--- src/rtl/bwx_pkg.sv ---
// Package: shared constants and per-variant window math for the bridge
// window translation block. Assumes exactly three memory windows.
package bwx_pkg;
    localparam int NUM_WIN = 3;
    localparam int AW      = 32;
    localparam int NUM_REG = 8;

    // Register slot index, decoded from addr[4:2]; the order is the register map.
    typedef enum logic [2:0] {
        RI_WMAP0 = 3'd0,
        RI_WMAP1 = 3'd1,
        RI_WMAP2 = 3'd2,
        RI_IDENT = 3'd3,
        RI_FLAGS = 3'd4,
        RI_AUX0  = 3'd5,
        RI_AUX1  = 3'd6,
        RI_AUX2  = 3'd7
    } reg_idx_e;

    // Window size in bytes for a given variant and window index.
    function automatic logic [AW-1:0] win_size(input int variant, input int idx);
        logic [AW-1:0] s;
        if (variant == 0) begin
            s = (idx == 0) ? 32'h0C00_0000 : 32'h1000_0000;
        end else begin
            case (idx)
                0:       s = 32'h0100_0000;
                1:       s = 32'h0400_0000;
                default: s = 32'h0800_0000;
            endcase
        end
        return s;
    endfunction

    // Window base derived from a map register value.
    function automatic logic [AW-1:0] base_of(input int variant, input int idx,
                                              input logic [AW-1:0] m);
        logic [AW-1:0] b;
        if (variant == 0) begin
            b = {m[3:0], 28'h000_0000};
        end else begin
            b = m & ~(win_size(variant, idx) - 32'd1);
        end
        return b;
    endfunction
endpackage

--- src/rtl/bwx_regfile.sv ---
// Module: register storage, offset decode, read path and write-error strobe.
// Assumes only 32-bit accesses (byte_en all ones) are legal; others are rejected.
module bwx_regfile
    import bwx_pkg::*;
#(
    parameter int OFS_W = 12
) (
    input  logic               clk,
    input  logic               rst_n,
    input  logic               wr_en,
    input  logic               rd_en,
    input  logic [OFS_W-1:0]   addr,
    input  logic [3:0]         byte_en,
    input  logic [AW-1:0]      wdata,
    output logic [AW-1:0]      rd_data,
    output logic               rd_valid,
    output logic               wr_err,
    output logic [NUM_WIN-1:0] map_wr
);
    logic [AW-1:0] regs_q [NUM_REG];
    logic          in_range;
    logic          full_acc;
    logic          acc_ok;
    reg_idx_e      slot;

    // Decode: word aligned, below 0x20, full width.
    always_comb begin
        in_range = (addr[1:0] == 2'b00) && (addr[OFS_W-1:5] == '0);
        full_acc = (byte_en == 4'hF);
        acc_ok   = in_range && full_acc;
        slot     = reg_idx_e'(addr[4:2]);
    end

    // Strobes for the base calculator, one per window map register.
    always_comb begin
        map_wr = '0;
        for (int w = 0; w < NUM_WIN; w++) begin
            map_wr[w] = wr_en && acc_ok && (slot == reg_idx_e'(w));
        end
    end

    // Register storage with synchronous clear.
    always_ff @(posedge clk) begin
        if (!rst_n) begin
            for (int r = 0; r < NUM_REG; r++) regs_q[r] <= '0;
        end else if (wr_en && acc_ok) begin
            regs_q[slot] <= wdata;
        end
    end

    // Registered read response; zero on an invalid access.
    always_ff @(posedge clk) begin
        if (!rst_n) begin
            rd_data  <= '0;
            rd_valid <= 1'b0;
        end else begin
            rd_valid <= rd_en;
            rd_data  <= (rd_en && acc_ok) ? regs_q[slot] : '0;
        end
    end

    // One-cycle error strobe for a rejected write.
    always_ff @(posedge clk) begin
        if (!rst_n) wr_err <= 1'b0;
        else        wr_err <= wr_en && !acc_ok;
    end
endmodule

--- src/rtl/bwx_base_calc.sv ---
// Module: keeps one registered base per window, loaded on a map register write.
// Assumes map_wr is one-hot or zero and qualified by the register decode.
module bwx_base_calc
    import bwx_pkg::*;
#(
    parameter int VARIANT = 0
) (
    input  logic                  clk,
    input  logic                  rst_n,
    input  logic [NUM_WIN-1:0]    map_wr,
    input  logic [AW-1:0]         wdata,
    output logic [NUM_WIN*AW-1:0] win_base
);
    for (genvar g = 0; g < NUM_WIN; g++) begin : g_win
        logic [AW-1:0] base_q;
        // Load the window base from the write data through the variant mapping.
        always_ff @(posedge clk) begin
            if (!rst_n)         base_q <= base_of(VARIANT, g, '0);
            else if (map_wr[g]) base_q <= base_of(VARIANT, g, wdata);
        end
        assign win_base[g*AW +: AW] = base_q;
    end
endmodule

--- src/rtl/bwx_xlate.sv ---
// Module: combinational host-offset to target-address translation.
// Assumes the window index selects 0..2; index 3 yields no hit and zero address.
module bwx_xlate
    import bwx_pkg::*;
#(
    parameter int VARIANT = 0
) (
    input  logic [NUM_WIN*AW-1:0] win_base,
    input  logic [1:0]            xl_win,
    input  logic [AW-1:0]         xl_ofs,
    output logic [AW-1:0]         xl_addr,
    output logic                  xl_hit
);
    // Select the window and merge base with the masked offset.
    always_comb begin
        xl_addr = '0;
        xl_hit  = 1'b0;
        for (int w = 0; w < NUM_WIN; w++) begin
            if (xl_win == 2'(w)) begin
                xl_addr = win_base[w*AW +: AW] | (xl_ofs & (win_size(VARIANT, w) - 32'd1));
                xl_hit  = (xl_ofs < win_size(VARIANT, w));
            end
        end
    end
endmodule

--- src/rtl/bwin_xlate_regs.sv ---
// Module: top of the bridge window translation register block.
// Assumes a single register master; VARIANT 0 = nibble map, 1 = masked map.
module bwin_xlate_regs
    import bwx_pkg::*;
#(
    parameter int OFS_W   = 12,
    parameter int VARIANT = 0
) (
    input  logic                  clk,
    input  logic                  rst_n,
    input  logic                  wr_en,
    input  logic                  rd_en,
    input  logic [OFS_W-1:0]      addr,
    input  logic [3:0]            byte_en,
    input  logic [AW-1:0]         wdata,
    output logic [AW-1:0]         rd_data,
    output logic                  rd_valid,
    output logic                  wr_err,
    output logic [NUM_WIN*AW-1:0] win_base,
    input  logic [1:0]            xl_win,
    input  logic [AW-1:0]         xl_ofs,
    output logic [AW-1:0]         xl_addr,
    output logic                  xl_hit
);
    logic [NUM_WIN-1:0] map_wr;

    bwx_regfile #(.OFS_W(OFS_W)) u_regs (
        .clk(clk), .rst_n(rst_n), .wr_en(wr_en), .rd_en(rd_en), .addr(addr),
        .byte_en(byte_en), .wdata(wdata), .rd_data(rd_data), .rd_valid(rd_valid),
        .wr_err(wr_err), .map_wr(map_wr)
    );

    bwx_base_calc #(.VARIANT(VARIANT)) u_base (
        .clk(clk), .rst_n(rst_n), .map_wr(map_wr), .wdata(wdata), .win_base(win_base)
    );

    bwx_xlate #(.VARIANT(VARIANT)) u_xl (
        .win_base(win_base), .xl_win(xl_win), .xl_ofs(xl_ofs),
        .xl_addr(xl_addr), .xl_hit(xl_hit)
    );
endmodule

--- config.mk ---
export PLATFORM = sky130hd
export DESIGN_NAME = bwin_xlate_regs
export DESIGN_NICKNAME = d
export VERILOG_FILES = /design/src/rtl/bwx_pkg.sv /design/src/rtl/bwx_regfile.sv /design/src/rtl/bwx_base_calc.sv /design/src/rtl/bwx_xlate.sv /design/src/rtl/bwin_xlate_regs.sv
export SDC_FILE = /design/constraint.sdc
export NUM_CORES = 1
export LEC_CHECK = 0
export ABC_AREA = 1
export BUFFER_PORTS_ARGS = -buffer_cell sky130_fd_sc_hd__buf_2
export CAP_MARGIN = 25
export CORE_ASPECT_RATIO = 0.8
export CORE_MARGIN = 10
export CORE_UTILIZATION = 50
export CTS_BUF_LIST = sky130_fd_sc_hd__clkbuf_4 sky130_fd_sc_hd__clkbuf_8 sky130_fd_sc_hd__clkbuf_16
export DETAILED_ROUTE_END_ITERATION = 6
export HOLD_SLACK_MARGIN = 0.02
export PLACE_DENSITY = 0.8
export RECOVER_POWER = 25
export SLEW_MARGIN = 20
export SYNTH_ARGS = -nofsm -noshare
export SYNTH_HDL_FRONTEND = slang
export SYNTH_SLANG_ARGS = --single-unit
--- constraint.sdc ---
create_clock -name clk -period 2.4 [get_ports clk]
set_clock_uncertainty 0.15 [all_clocks]
set_input_delay 0.12 -clock clk [delete_from_list [all_inputs] [get_ports clk]]
set_output_delay 0.12 -clock clk [all_outputs]
set_load 0.02 [all_outputs]
=== Word-level counts from Yosys, hierarchy flattened ===
Memories as Yosys holds them, arrays and structs flattened. A register that Yosys moved wholly into a read port is not among the register bits.
Index checks and enable logic that the tools add are counted.

* Register bits after elaboration: 14
* Memory bits (writable): 256
* Input port bits: 86
* Output and inout port bits: 163
* Logic and storage cells: 55
* Memories kept: 1

* Add/sub/neg operators: 3
* $lt $le $gt $ge: 3
* Equality and inequality tests: 5
* Multiplexer cells: 16
* Bitwise logic cells: 6
* Reduce and logical (&&, ||, !) cells: 16

{| class="wikitable"
|+ Memory list
! memory !! words !! bits a word !! rd ports !! clocked after Yosys merged registers in !! write ports !! RTL line !! RTL
|-
| u_regs.regs_q || 8 || 32 || 1 || 1 || 8 || bwx_regfile.sv:20 || <nowiki>logic [AW-1:0] regs_q [NUM_REG];</nowiki>
|}

{| class="wikitable"
|+ Operators by type and width
! cell !! number
|-
| 32-bit two-way mux || 7
|-
| 32-bit bitwise AND || 3
|-
| 32-bit < comparator || 3
|-
| 32-bit bitwise OR || 3
|-
| 32-bit by 1-bit subtractor with 32-bit output (second input constant) || 3
|-
| 32-bit OR reduction || 1
|-
| 1-bit logical AND || 8
|-
| 1-bit two-way mux || 8
|-
| 7-bit zero test || 1
|-
| 4-bit equality test (second input constant) || 1
|-
| 2-bit zero test || 2
|-
| 3-bit by 1-bit equality test with 1-bit output (second input constant) || 1
|-
| 3-bit by 2-bit equality test with 1-bit output (second input constant) || 1
|-
| 3-bit zero test || 1
|-
| 3-bit two-way mux || 1
|-
| 2-bit by 1-bit equality test with 1-bit output (second input constant) || 1
|-
| 2-bit equality test (second input constant) || 1
|-
| 1-bit zero test || 2
|-
| 2-bit AND reduction || 1
|}

=== Longest topological paths before layout ===
* Depth in word-level cells: 9
* Mapped depth: 9
* Depth with buffers taken out: 8

=== Cells and area by module ===
From an unflattened synthesis, not the netlist that was laid out.

* Cell total of the unflattened synthesis: 1611
* Area total of the unflattened synthesis: 14437.6 µm²

{| class="wikitable"
|+ By module, submodules not included
! module !! times used !! cells an instance !! area each (µm²) !! seq. area each (µm²)
|-
| bwx_regfile || 1 || 1114 || 11936.4 || 8368.0
|-
| bwx_xlate || 1 || 344 || 1392.6 || 0.0
|-
| bwx_base_calc || 1 || 153 || 1108.6 || 240.2
|}

=== Least setup slack after synthesis ===
No wires, ideal clock.

* Path kind: in2reg
* Start point: in addr[1]
* End point: mem u_regs.regs_q[5][0], enable pin
* Library setup time: 0.389 ns
* Data arrival time: 1.699 ns
* Data required time: 1.861 ns
* Slack: 0.162 ns
* Stages on the path: 8
* Buffers on the path: 1
* Cells stage by stage: nor2_2 > inv_1 > nor2_4 > nand3_4 > nor2_8 > nand3_4 > buf_6 > nand2_1

{| class="wikitable"
|+ RTL lines
! what !! RTL line !! RTL
|-
| start, declared || bwin_xlate_regs.sv:13 || <nowiki>input logic [OFS_W-1:0] addr,</nowiki>
|-
| end, declared || bwx_regfile.sv:20 ||
|}

=== Worst setup path after layout ===
* Start point: in addr[10]
* End point: reg u_base.g_win[1].base_q[28]

* Word-level cells in the longest chain between the ends: 5

{| class="wikitable"
|+ RTL lines
! what !! RTL line !! RTL
|-
| 7-bit zero test || bwx_regfile.sv:28 || <nowiki>in_range = (addr[1:0] == 2'b00) && (addr[OFS_W-1:5] == '0);</nowiki>
|-
| 1-bit logical AND || bwx_regfile.sv:28 ||
|-
| 1-bit logical AND || bwx_regfile.sv:30 || <nowiki>acc_ok = in_range && full_acc;</nowiki>
|-
| 1-bit logical AND (2 in series) || bwx_regfile.sv:38 || <nowiki>map_wr[w] = wr_en && acc_ok && (slot == reg_idx_e'(w));</nowiki>
|-
| end signal, assigned || bwx_base_calc.sv:18 || <nowiki>if (!rst_n) base_q <= base_of(VARIANT, g, '0);</nowiki>
|-
| end signal, assigned || bwx_base_calc.sv:19 || <nowiki>else if (map_wr[g]) base_q <= base_of(VARIANT, g, wdata);</nowiki>
|-
| end, declared || bwx_base_calc.sv:15 || <nowiki>logic [AW-1:0] base_q;</nowiki>
|}

Every way passes these cells.
A chain may end at the register's enable or synchronous reset.

==> summary.md <==
| Metric | Value |
|---|---|
| Run status | complete, no violations |
| Later-pin clock latency in the skew report | 0.54 ns |
| Endpoints failing setup | 0 |
| Crit path DAT | 2.67 ns |
| Ant. Diodes | 0 |
| Critical path launch point type | input port |
| Clock transition at the registers of the reported paths | 0.07 ns |
| F_max | 0.429 GHz |
| Synth Instances | 1357 |
| Share of layout cells above drive strength 1 | 13.6% |
| Std cell rows | 54 |
| CP most frequent cell | dlygate4sd3_1 |
| Rel. slew slack | 34.7% |
| CTS root buffer | clkbuf_16 |
| Synth top area cells | edfxtp_1 56%, nor2_1 11%, dfxtp_1 6.7% |
| Area of the multi-input gates | 4060 sq um |
| CP Cell Sequence | dlygate4sd3_1 -> buf_2 -> nand3b_1 -> nor2_2 -> nand3_2 -> nor2_4 -> nand3_1 -> dlygate4sd3_1 -> nand2_1 -> dlygate4sd3_1 |
| Routed WL | 37.8 mm |
| Flop2flop setup slack | 1.08 ns |
| Seq/Total Area, Yosys | 62.3% |
| GP Congestion | 0.843 |
| Gr ovfl total | 0 |
| Total number of vias | 10.4k |
| Synth area leader | edfxtp_1 |
| DRC Markers | 0 |
| WS Path Type | in2reg |
| CP required | 2.74 ns |
| I/O Pins | 249 |
| RR Startpoint | u_base.g_win[1].base_q[30] |
| CP Buf/Inv Count | 4 |
| Core Util, Final | 58.7% |
| Number of nets with antenna violations after routing | 0 |
| H-tree depth | 1 |
| Leak | 0.00657 uW |
| Netlist cell types | 31 |
| Core area | 27200 sq um |
| Reg2reg end | u_base.g_win[1].base_q[30] |
| Slew Viols, Final | 0 |
| Peak supply drop | 544 uV |
| Wirelength per Cell | 19.4 um |
| Power per cell area | 710 nW/um^2 |
| Tcrit/Tclk final | 97.2% |
| Postcts setup bufs | 0 |
| Number of global-route vias before repair | 10.8k |
| Post-DP HPWL | 22.6 mm |
| Num CTS Buffers | 29 |
| Worst Hold Class | in2reg |
| Largest net degree at the start of global routing | 69 |
| Layout Nets | 1648 |
| 1st-iter DRT viols | 1010 |
| Hold path cells | 7 |
| Worst-path maximum fanout | 4 |
| Avg Vias per Cell | 5.36 |
| Worst setup EP type | flip-flop |
| Min Tclk post-route | 2.33 ns |
| Final Hold Fails | 0 |
| Height of the die | 169 um |
| Initial Util | 50.7% |
| Worst Tran Pin Value | 0.980 ns |
| Cell family with most CP delay | buffers and inverters |
| Horiz. Die Dim | 206 um |
| Fill count | 2274 |
| Number of port buffers | 164 |
| Antenna violations before repair | 1 |
| Placement Setup Slack | 0.340 ns |
| Reg2reg path depth | 3 |
| End of the worst hold path | u_base.g_win[0].base_q[29] |
| Clk buf depth | 3 |
| CTS sink count | 302 |
| MaxCap Viol Count | 0 |
| Post-Syn Area per Cell | 10.2 sq um |
| Hold Crit Start | addr[8] |
| Layout area overhead | 15.7% |
| Die area | 34700 sq um |
| All-layer global routing usage | 21.2% |
| CTS tree | built |
| Drt pass-1 iters | 6 |
| Global-route wire length before repair | 58.8 mm |
| Cell area after synthesis | 13800 sq um |
| Yosys top cell area share | 55.7% |
| Cell with the largest stage delay on the worst path | dlygate4sd3_1 |
| Max incr delay on CP | 0.57 ns |
| FF/Latch Area | 8610 sq um |
| Synthesis Warnings | 0 |
| Synth Register Bits | 302 |
| PnR worst setup slack | 0.0665 ns |
## cell type report
| type | count | area share (%) |
|---|---|---|
| Sequential cell | 302 | 53.9 |
| Clock inverter | 20 | 0.994 |
| Tap cell | 364 | 2.85 |
| Timing Repair Buffer | 254 | 10.3 |
| Multi-Input combinational cell | 895 | 25.4 |
| Inverter | 80 | 1.89 |
| Clock buffer | 33 | 4.73 |
## worst max path at each step
stage / from / to / cells past startpoint
6_report: addr[10] / u_base.g_win[1].base_q[28] / 10
5_1_grt: addr[11] / u_base.g_win[1].base_q[28] / 11
4_1_cts: addr[10] / u_base.g_win[2].base_q[28] / 10
3_5_place_dp: addr[1] / u_regs.regs_q[0][20] / 7
3_3_place_gp: addr[1] / u_regs.regs_q[6][15] / 9
2_1_floorplan: addr[1] / u_regs.regs_q[5][0] / 8
## placed cells by master, fill, tap and decap left out, types with 2 or more instances in the layout
master	count
clkinv_2	6
nand2_1	137
dlymetal6s4s_1	4
inv_1	76
o211a_1	21
edfxtp_1	256
dfxtp_1	46
clkbuf_16	29
bufinv_16	2
nor2_4	6
nand3_4	6
buf_12	6
buf_2	101
clkinv_1	7
nor2_2	12
nor2_1	415
nand4_1	24
a21oi_1	32
clkbuf_1	63
o211ai_1	22
clkinvlp_4	5
conb_1	84
inv_2	2
nand3_1	63
o21ai_0	64
clkbuf_4	4
buf_4	27
dlygate4sd3_1	52
## sequential cells by signal (all words and copies together), names as in the netlist
name,cells
u_regs.regs_q,256
u_regs.rd_data,32
u_base.g_win.base_q,12
u_regs.rd_valid,1
u_regs.wr_err,1
## timing repair
action / 4_1_cts / 5_1_grt
endpoints found under the hold margin: 272 / 0
gates resized for setup: 0 / 11
hold buffers: 57 / 0
endpoints found under the setup margin: 0 / 9
## layer usage
metal	vias to the layer above	GRT usage, %	wire, um
li1	4765	-	-
met1	4999	27.2	14500
met2	614	35.8	18400
met3	64	4.66	4120
met4	2	4.91	699
met5	-	0	7
## cell usage after synthesis
master and instances:
clkinv_1 1, nand2_1 137, and2_1 1, edfxtp_1 256
nand4_2 1, buf_4 95, clkbuf_1 17, or2_2 1
nand3_4 6, dfxtp_1 46, conb_1 1, a21oi_1 32
nor2_8 1, nand3b_1 1, nand4_1 23, inv_1 76
nand3_1 64, o21ai_0 64, o211ai_1 22, nor2_2 10
nand2_4 1, o211a_1 21, buf_2 19, buf_6 25
nor2_4 2, inv_4 1, nor2_1 421, buf_1 7
inv_2 2, a31oi_1 1, nand4_4 2
## power by group
part | internal (uW) | switching (uW) | total (uW)
clock | 2480 | 1930 | 4410
sequential | 5890 | 62.0 | 5950
combinational | 276 | 704 | 980
## cell families after synthesis
kind of cell	share of synthesized area (%)
AO/OA/AOI/OAI	6.24
AND/OR/NAND/NOR	20.7
buffers and inverters	10.7
flip-flops	62.3
other	0.0272
## worst min-delay path, cell delays in order
cell and delay, ns:
buf_2 0.09, or2_2 0.11, nor2_2 0.05, nand3_2 0.10, nor2_1 0.08, nand3_1 0.08
nand2_1 0.06
## metrics by stage
stage               TNS (ns)  cell area (sq um)  total power [uW]  hold slack, ns  cells
floorplan                  0              14100              6750           0.101   1440
global placement           0              14600              6950           0.246   1839
detailed placement         0              14600              6980           0.247   1839
CTS                        0              16100             11400          0.0647   1949
global route         -0.0513              16000             11700          0.0526   1948
finish                     0              16000             11300          0.0498   1948
Power figures use the tool's default switching activity.
